<file path="src/rtl/cu_pkg.sv">
package cu_pkg;
  typedef enum logic [2:0] {
    OP_INIT_FETCH = 3'd0,
    OP_DONE_FETCH = 3'd1,
    OP_INIT_READ  = 3'd2,
    OP_INIT_WRITE = 3'd3,
    OP_DONE_READ  = 3'd4,
    OP_DONE_WRITE = 3'd5
  } cu_op_e;

  typedef enum logic [1:0] {
    ST_IDLE  = 2'd0,
    ST_RETRY = 2'd1,
    ST_WRSP  = 2'd2,
    ST_DONE  = 2'd3
  } cu_state_e;

  function automatic logic size_legal(input logic [3:0] sz);
    return (sz == 4'd1) || (sz == 4'd2) || (sz == 4'd4) || (sz == 4'd8);
  endfunction
endpackage

</file>
<file path="src/rtl/cu_zext.sv">
module cu_zext #(
  parameter int DW = 64,
  parameter int SW = 4
) (
  input  logic [SW-1:0] size,
  input  logic [DW-1:0] din,
  output logic [DW-1:0] dout
);
  localparam int NB = DW / 8;

  for (genvar b = 0; b < NB; b++) begin : g_byte
    assign dout[8*b +: 8] = (b < int'(size)) ? din[8*b +: 8] : 8'h00;
  end
endmodule

</file>
<file path="src/rtl/cu_link_reg.sv">
module cu_link_reg #(
  parameter int AW = 32
) (
  input  logic          clk,
  input  logic          rst_n,
  input  logic          set_en,
  input  logic [AW-1:0] set_addr,
  input  logic          consume,
  input  logic          snoop_valid,
  input  logic [AW-1:0] snoop_addr,
  output logic          link_valid,
  output logic [AW-1:0] link_addr
);
  always_ff @(posedge clk) begin
    if (!rst_n) begin
      link_valid <= 1'b0;
      link_addr  <= '0;
    end else if (set_en) begin
      link_valid <= 1'b1;
      link_addr  <= set_addr;
    end else if (consume || (snoop_valid && snoop_addr == link_addr)) begin
      link_valid <= 1'b0;
    end
  end
endmodule

</file>
<file path="src/rtl/cu_issue_fsm.sv">
module cu_issue_fsm
  import cu_pkg::*;
(
  input  logic      clk,
  input  logic      rst_n,
  input  logic      cmd_valid,
  input  logic [2:0] cmd_op,
  input  logic      size_ok,
  input  logic      locked,
  input  logic      link_hit,
  input  logic      req_ready,
  input  logic      port_retry,
  input  logic      rsp_valid,
  output cu_state_e state,
  output logic      accept_init,
  output logic      send_new,
  output logic      send_old,
  output logic      capture_rsp,
  output logic      sc_attempt,
  output logic      sc_fail,
  output logic      done,
  output logic      stall,
  output logic      busy,
  output logic      size_err
);
  logic is_init, is_comp, sized, bad_size, idle;
  cu_state_e state_d;

  always_comb begin
    is_init = cmd_valid && (cmd_op == OP_INIT_FETCH || cmd_op == OP_INIT_READ ||
                            cmd_op == OP_INIT_WRITE);
    is_comp = cmd_valid && (cmd_op == OP_DONE_FETCH || cmd_op == OP_DONE_READ ||
                            cmd_op == OP_DONE_WRITE);
    sized       = (cmd_op == OP_INIT_READ) || (cmd_op == OP_INIT_WRITE);
    bad_size    = sized && !size_ok;
    idle        = (state == ST_IDLE);
    busy        = is_init && !idle;
    size_err    = is_init && idle && bad_size;
    accept_init = is_init && idle && !bad_size;
    sc_attempt  = accept_init && (cmd_op == OP_INIT_WRITE) && locked;
    sc_fail     = sc_attempt && !link_hit;
    send_new    = accept_init && !sc_fail;
    send_old    = (state == ST_RETRY) && port_retry;
    capture_rsp = (state == ST_WRSP) && rsp_valid;
    done        = is_comp && (state == ST_DONE);
    stall       = is_comp && (state != ST_DONE);
  end

  always_comb begin
    state_d = state;
    unique case (state)
      ST_IDLE: begin
        if (sc_fail)       state_d = ST_DONE;
        else if (send_new) state_d = req_ready ? ST_WRSP : ST_RETRY;
      end
      ST_RETRY: if (send_old && req_ready) state_d = ST_WRSP;
      ST_WRSP:  if (capture_rsp) state_d = ST_DONE;
      ST_DONE:  if (done) state_d = ST_IDLE;
      default:  state_d = ST_IDLE;
    endcase
  end

  always_ff @(posedge clk) begin
    if (!rst_n) state <= ST_IDLE;
    else        state <= state_d;
  end
endmodule

</file>
<file path="src/rtl/cache_issue_unit.sv">
module cache_issue_unit
  import cu_pkg::*;
#(
  parameter int AW         = 32,
  parameter int DW         = 64,
  parameter int SW         = 4,
  parameter int INSN_BYTES = 4
) (
  input  logic          clk,
  input  logic          rst_n,
  input  logic          cmd_valid,
  input  logic [2:0]    cmd_op,
  input  logic [AW-1:0] cmd_addr,
  input  logic [SW-1:0] cmd_size,
  input  logic          cmd_locked,
  input  logic [DW-1:0] cmd_wdata,
  output logic          cmd_done,
  output logic          cmd_stall,
  output logic          cmd_busy,
  output logic          cmd_size_err,
  output logic [DW-1:0] res_data,
  output logic          sc_ok,
  output logic          req_valid,
  input  logic          req_ready,
  output logic          req_write,
  output logic [AW-1:0] req_addr,
  output logic [SW-1:0] req_size,
  output logic [DW-1:0] req_wdata,
  input  logic          port_retry,
  input  logic          rsp_valid,
  input  logic [DW-1:0] rsp_data,
  input  logic          snoop_valid,
  input  logic [AW-1:0] snoop_addr
);
  localparam logic [SW-1:0] FETCH_SZ = SW'(INSN_BYTES);

  cu_state_e     state_q;
  logic          accept_init, send_new, send_old, capture_rsp;
  logic          sc_attempt, sc_fail, link_valid, link_hit;
  logic [AW-1:0] link_addr;
  logic          new_write;
  logic [SW-1:0] new_size;

  // held request
  logic          h_write, h_locked, h_sc_pass;
  logic [AW-1:0] h_addr;
  logic [SW-1:0] h_size;
  logic [DW-1:0] h_wdata, h_rdata;
  logic [DW-1:0] wr_ext, rd_ext;

  assign new_write = (cmd_op == OP_INIT_WRITE);
  assign new_size  = (cmd_op == OP_INIT_FETCH) ? FETCH_SZ : cmd_size;
  assign link_hit  = link_valid && (link_addr == cmd_addr);

  cu_issue_fsm u_fsm (
    .clk         (clk),
    .rst_n       (rst_n),
    .cmd_valid   (cmd_valid),
    .cmd_op      (cmd_op),
    .size_ok     (size_legal(4'(cmd_size))),
    .locked      (cmd_locked),
    .link_hit    (link_hit),
    .req_ready   (req_ready),
    .port_retry  (port_retry),
    .rsp_valid   (rsp_valid),
    .state       (state_q),
    .accept_init (accept_init),
    .send_new    (send_new),
    .send_old    (send_old),
    .capture_rsp (capture_rsp),
    .sc_attempt  (sc_attempt),
    .sc_fail     (sc_fail),
    .done        (cmd_done),
    .stall       (cmd_stall),
    .busy        (cmd_busy),
    .size_err    (cmd_size_err)
  );

  cu_link_reg #(.AW(AW)) u_link (
    .clk         (clk),
    .rst_n       (rst_n),
    .set_en      (capture_rsp && !h_write && h_locked),
    .set_addr    (h_addr),
    .consume     (sc_attempt),
    .snoop_valid (snoop_valid),
    .snoop_addr  (snoop_addr),
    .link_valid  (link_valid),
    .link_addr   (link_addr)
  );

  always_ff @(posedge clk) begin
    if (!rst_n) begin
      h_write   <= 1'b0;
      h_locked  <= 1'b0;
      h_sc_pass <= 1'b0;
      h_addr    <= '0;
      h_size    <= '0;
      h_wdata   <= '0;
      h_rdata   <= '0;
    end else begin
      if (accept_init) begin
        h_write   <= new_write;
        h_locked  <= cmd_locked && (cmd_op != OP_INIT_FETCH);
        h_sc_pass <= sc_attempt && !sc_fail;
        h_addr    <= cmd_addr;
        h_size    <= new_size;
        h_wdata   <= cmd_wdata;
      end
      if (capture_rsp) h_rdata <= rsp_data;
    end
  end

  always_comb begin
    req_valid = send_new || send_old;
    if (send_new) begin
      req_write = new_write;
      req_addr  = cmd_addr;
      req_size  = new_size;
      req_wdata = cmd_wdata;
    end else begin
      req_write = h_write;
      req_addr  = h_addr;
      req_size  = h_size;
      req_wdata = h_wdata;
    end
  end

  cu_zext #(.DW(DW), .SW(SW)) u_wr_ext (.size(h_size), .din(h_wdata), .dout(wr_ext));
  cu_zext #(.DW(DW), .SW(SW)) u_rd_ext (.size(h_size), .din(h_rdata), .dout(rd_ext));

  always_comb begin
    if (h_write) res_data = (h_locked && !h_sc_pass) ? '0 : wr_ext;
    else         res_data = rd_ext;
    sc_ok = h_write && h_locked && h_sc_pass;
  end
endmodule

</file>
<file path="config.mk">
export PLATFORM = sky130hd
export DESIGN_NAME = cache_issue_unit
export DESIGN_NICKNAME = d
export VERILOG_FILES = /design/src/rtl/cu_pkg.sv /design/src/rtl/cu_zext.sv /design/src/rtl/cu_link_reg.sv /design/src/rtl/cu_issue_fsm.sv /design/src/rtl/cache_issue_unit.sv
export SDC_FILE = /design/constraint.sdc
export NUM_CORES = 1
export LEC_CHECK = 0
export BUFFER_PORTS_ARGS = -buffer_cell sky130_fd_sc_hd__buf_2
export CAP_MARGIN = 25
export CORE_ASPECT_RATIO = 0.9
export CORE_MARGIN = 4
export CORE_UTILIZATION = 53
export CTS_BUF_LIST = sky130_fd_sc_hd__clkbuf_4 sky130_fd_sc_hd__clkbuf_8
export DETAILED_ROUTE_END_ITERATION = 8
export PLACE_DENSITY = 0.9
export SLEW_MARGIN = 30
export SYNTH_ARGS = -nofsm -noshare
export SYNTH_HDL_FRONTEND = slang
export SYNTH_SLANG_ARGS = --single-unit
</file>
<file path="constraint.sdc">
create_clock -name clk -period 4.82 [get_ports clk]
set_input_delay 1.446 -clock clk [delete_from_list [all_inputs] [get_ports clk]]
set_output_delay 1.446 -clock clk [all_outputs]
set_load 0.1 [all_outputs]
</file>
# Word level (Yosys, flattened, before mapping)
# Index checks and enable logic that the tools add are counted.
# word_totals
register_bits,202
inputBits,207
output_inout_bits,171
# op_classes
order_cmp,8
n_eq_ne,19
muxes,32
reduce_logical,47
# ops
operator,n
$mux W64,3
$mux W8,16
$eq A32 B32 Y1,2
$mux W32,1
$logic_and A1 B1 Y1,25
$lt A3 B4 Y1 const A,4
$mux W2,6
$logic_or A1 B1 Y1,10
$lt A1 B4 Y1 const A,2
$lt A2 B4 Y1 const A,2
$mux W4,2
$ne A2 B2 Y1 const B,4
$pmux W2 S4,1
$logic_not A1 Y1,7
$eq A3 B2 Y1 const B,2
$eq A3 B3 Y1 const B,2
$eq A2 B2 Y1 const B,2
$eq A4 B1 Y1 const B,1
$eq A4 B2 Y1 const B,1
$eq A4 B3 Y1 const B,1
$eq A4 B4 Y1 const B,1
$reduce_and A4 Y1,1
$eq A3 B1 Y1 const B,1
$logic_not A3 Y1,1
other kinds (6),8

# Longest topological paths before layout
# depth
depth_word,16
depth_mapped,9
depth_no_buf,7

# Cells and area by module
# Synthesis repeated with hierarchy kept, for this count alone.
# unflattened
hier_cells,1265
hier_area_um2,11690.0
# modules_own_cells
module,n_inst,cells_each,area_per_inst_um2
cache_issue_unit,1,929,8843.5
cu_link_reg,1,150,1579.0
cu_zext,2,73,476.7
cu_issue_fsm,1,40,314.1

# Least setup slack after synthesis
# No wires, ideal clock.
# synth_timing
path_type,input to output
start,input cmd_addr[21]
end,output req_size[0]
t_arrival_ns,4.447
path_slack_ns,-1.073
stages,8
n_path_buf,2
cell_sequence,xor2_1 nor4_2 nand4_1 nor4_4 or2_4 buf_12 buf_12 mux2i_1
# synth_between
elab_chain_len,7
# synth_lines
item,line,source
from (decl),cache_issue_unit.sv:13,"input logic [AW-1:0] cmd_addr,"
$eq A32 B32 Y1,cache_issue_unit.sv:53,assign link_hit = link_valid && (link_addr == cmd_addr);
$logic_and A1 B1 Y1,cache_issue_unit.sv:53,
$logic_not A1 Y1,cu_issue_fsm.sv:41,sc_fail = sc_attempt && !link_hit;
$logic_and A1 B1 Y1,cu_issue_fsm.sv:41,
$logic_not A1 Y1,cu_issue_fsm.sv:42,send_new = accept_init && !sc_fail;
$logic_and A1 B1 Y1,cu_issue_fsm.sv:42,
$mux W4,cache_issue_unit.sv:115,if (send_new) begin
to (decl),cache_issue_unit.sv:27,"output logic [SW-1:0] req_size,"
# Every way passes these cells.

# Final worst setup path
# layout_timing
start,input cmd_addr[15]
end,output req_wdata[51]
# layout_between
elab_chain_len,7
# layout_lines
item,line,source
$eq A32 B32 Y1,cache_issue_unit.sv:53,
$logic_and A1 B1 Y1,cache_issue_unit.sv:53,
$logic_not A1 Y1,cu_issue_fsm.sv:41,
$logic_and A1 B1 Y1,cu_issue_fsm.sv:41,
$logic_not A1 Y1,cu_issue_fsm.sv:42,
$logic_and A1 B1 Y1,cu_issue_fsm.sv:42,
$mux W64,cache_issue_unit.sv:115,
to (decl),cache_issue_unit.sv:28,"output logic [DW-1:0] req_wdata,"
# Every way passes these cells.

==> impl_metrics.ini <==
[layout]
nets = 1952
final_cells = 2056
final_layout_size_suffix_gt1_frac = 0.3592
final_common_cell = nand2_1
area_growth_pct = 44.46
final_cell_mix = nand2_1 (400), buf_2 (272), dfxtp_1 (201)
fin_util = 0.7774
finish.instance_area_um2 = 16150

[timing]
max_slew_margin = 0.3543
finalHoldViolCount = 0
setup_violations = 101
worst_slack_ps = -340.2
maxSlewViolCount = 0
whs_ps = 460.4
rsz0062_at_grt = yes
max_slew.worst_pin.slew_ps = 968.6
min_period_ps = 5160
clock_skew_ps = 27.81
fmax_mhz = 193.8
period_share = 1.071

[grt]
grt_max_degree = 108
grt_pass1_vias = 11950
grt-ovfl-total = 0
grt_antenna_before_repair = 6
grt_pass1_wl_mm = 63.19
grtUsageTotal = 0.3287

[route]
drt_pre_antenna_iters = 5
drc = 0
wl_met1_mm = 14.83
drt-initial-drc-count = 974
route.top_layer_used = met5
wl_per_cell_um = 19.88
vias = 11650
wl_mm = 40.86
ant_nets = 0
wl_met2_mm = 19.68
routed_via_density = 5.667
wl_met3_mm = 3.689

[critical_path]
crit_chain = buf_2, xor2_1, nor4_2, nand3_1, nor4_4, or2_4, buf_12, mux2_4, buf_12
cp_num_buf_inv = 3
cp-start-kind = input port
critPathSlowestCell = nor4_2
worstPathRequired_ps = 3370
path_delay_family = simple AND/OR/NAND/NOR gates
critPathMaxStageDelay_ps = 360
path_max_fanout = 29
crit_path_frequent_cell = buf_12
critPathKind = in -> out
critical_path_arrival_ps = 3710
crit_path_end_kind = output pin

[place]
place_hpwl_mm = 27.51
port_buffers = 377
gp_congestion = 0.9509
placed_cell_area_um2 = 15090
placedCellCount = 1978

[yosys]
ys_ff_latch = 202
yosys_most_used_dff = dfxtp_1
synthesis.area_um2 = 11180
yosys_warnings = 0
synth_seq_area_share = 0.3618
postSynthCellCount = 1349
synthArstFlopShare = 0
syn_nets = 1561
synth-edff-count = 0
avgSynthCellArea_um2 = 8.285
synthDistinctLibCells = 49

[hold_path]
min_path_type = reg -> reg

[clocking]
clock-sinks = 202
cts_root_buf = clkbuf_8
cts_max_path_buffers = 3
cts_tree = built
hold_buffers = 0
htreeDepth = 2
cts_buffers = 36
cts.clk_slew.worst_paths_ps = 50
clkLatencyLatePin_ps = 520

[outcome]
outcome = complete, but fails checks
violations = negative setup slack

[floorplan]
io_pins = 378
rows = 50
fp.dieH_um = 145.8
die_x_um = 161.1
core_um2 = 20770
start_util = 0.5381
dieArea_um2 = 23480

[power]
finalPower_mw = 6.420
peakVddDrop_v = 0.0002893
power_leakage_nw = 6.624
powerDensity_nw_per_um2 = 397.6

[run]
drv_cap = 0
==> state kept, by name, indices dropped and copies added (netlist names) <==
register,count
h_write,1
h_size,4
h_addr,32
h_wdata,64
u_fsm.state,2
h_sc_pass,1
h_locked,1
u_link.link_addr,32
h_rdata,64
u_link.link_valid,1
==> cells in the mapped netlist, types with 3 or more instances <==
master      n  area share
a21boi_0  195        0.13
a21oi_1    67       0.030
and2_1      7      0.0039
buf_1       4      0.0013
buf_12     10       0.018
buf_2       7      0.0031
clkbuf_1   70       0.024
dfxtp_1   202        0.36
ha_1        5      0.0056
inv_1      10      0.0034
mux2_2     11       0.011
mux2_4     85        0.11
mux2i_1     3      0.0027
nand2_1   401        0.13
nand3_1     5      0.0022
nand4_1     9      0.0050
nor2_1     74       0.025
nor2b_1    66       0.037
nor3_1      5      0.0022
nor4_1      8      0.0045
nor4_2      3      0.0034
o21ai_0     5      0.0022
or2_2       3      0.0017
xnor2_1    30       0.024
xor2_1     35       0.027
==> layout make-up <==
type,count,area (µm²)
well taps,286,357.8
fillers,1219,4623
diodes,5,12.51
repair buffers,445,4135
multi-input cells,1043,6740
clock buffers,56,720.7
inverters,12,45.04
clock inverters,7,90.09
flip-flops and latches,202,4045
==> kinds of logic (layout without fill, tap and decap cells) <==
| kind of cell | count (synthesis) | count (layout) | share of synthesized area |
|---|---|---|---|
| flip-flops | 202 | 202 | 0.3618 |
| adder cells (fa/ha/maj) | 5 | 5 | 0.005597 |
| other | 0 | 5 | 0 |
| AND/OR/NAND/NOR | 594 | 594 | 0.2297 |
| AO/OA/AOI/OAI | 280 | 280 | 0.1734 |
| multiplexers | 99 | 99 | 0.1280 |
| XOR/XNOR | 65 | 65 | 0.05093 |
| buffers and inverters | 104 | 520 | 0.05060 |
==> worst paths after layout <==
check | start | to | slack, ps | cells after the start
hold reg to reg | h_rdata[51] | h_rdata[51] | 460 | 2
hold / removal | h_rdata[51] | h_rdata[51] | 460 | 2
setup / recovery | cmd_addr[15] | req_wdata[51] | -340 | 9
setup reg to reg | u_fsm.state[1] | u_fsm.state[1] | 2110 | 7
==> metal layers <==
layer	global-route usage	vias up
met2	0.5530	713
met1	0.3848	5491
li1	-	5237
met4	0.1898	2
met5	0	-
met3	0.07533	208
==> power breakdown <==
group,total (mW),switching (mW),internal [mW]
sequential,1.90,0.0977,1.80
clock,1.79,0.735,1.06
combinational,2.73,1.72,1.01
total,6.42,2.55,3.87
==> timing repair <==
item,4_1_cts,5_1_grt
gates resized for setup,17,6
cloned,2,1
setup endpoints to repair,101,102
pin swaps,3,1
buffers inserted,5,4
hold endpoints to repair,0,0
==> stage by stage <==
stage / worst slack (ps) / setup TNS, ps
final: -340.2 / -30570
after CTS: -338.1 / -29820
after floorplan: -175.8 / -527.4
after detailed placement: -430.4 / -37320
after global routing: -420.9 / -38570
after global placement: -380.2 / -33350
==> tightest hold or removal path: cells and delay by family, from the launching register on <==
family	cells	cell delay, ps
flip-flops	1	300
AO/OA/AOI/OAI	1	60
AND/OR/NAND/NOR	1	40
Note: power is estimated with default switching activity, not from simulation.
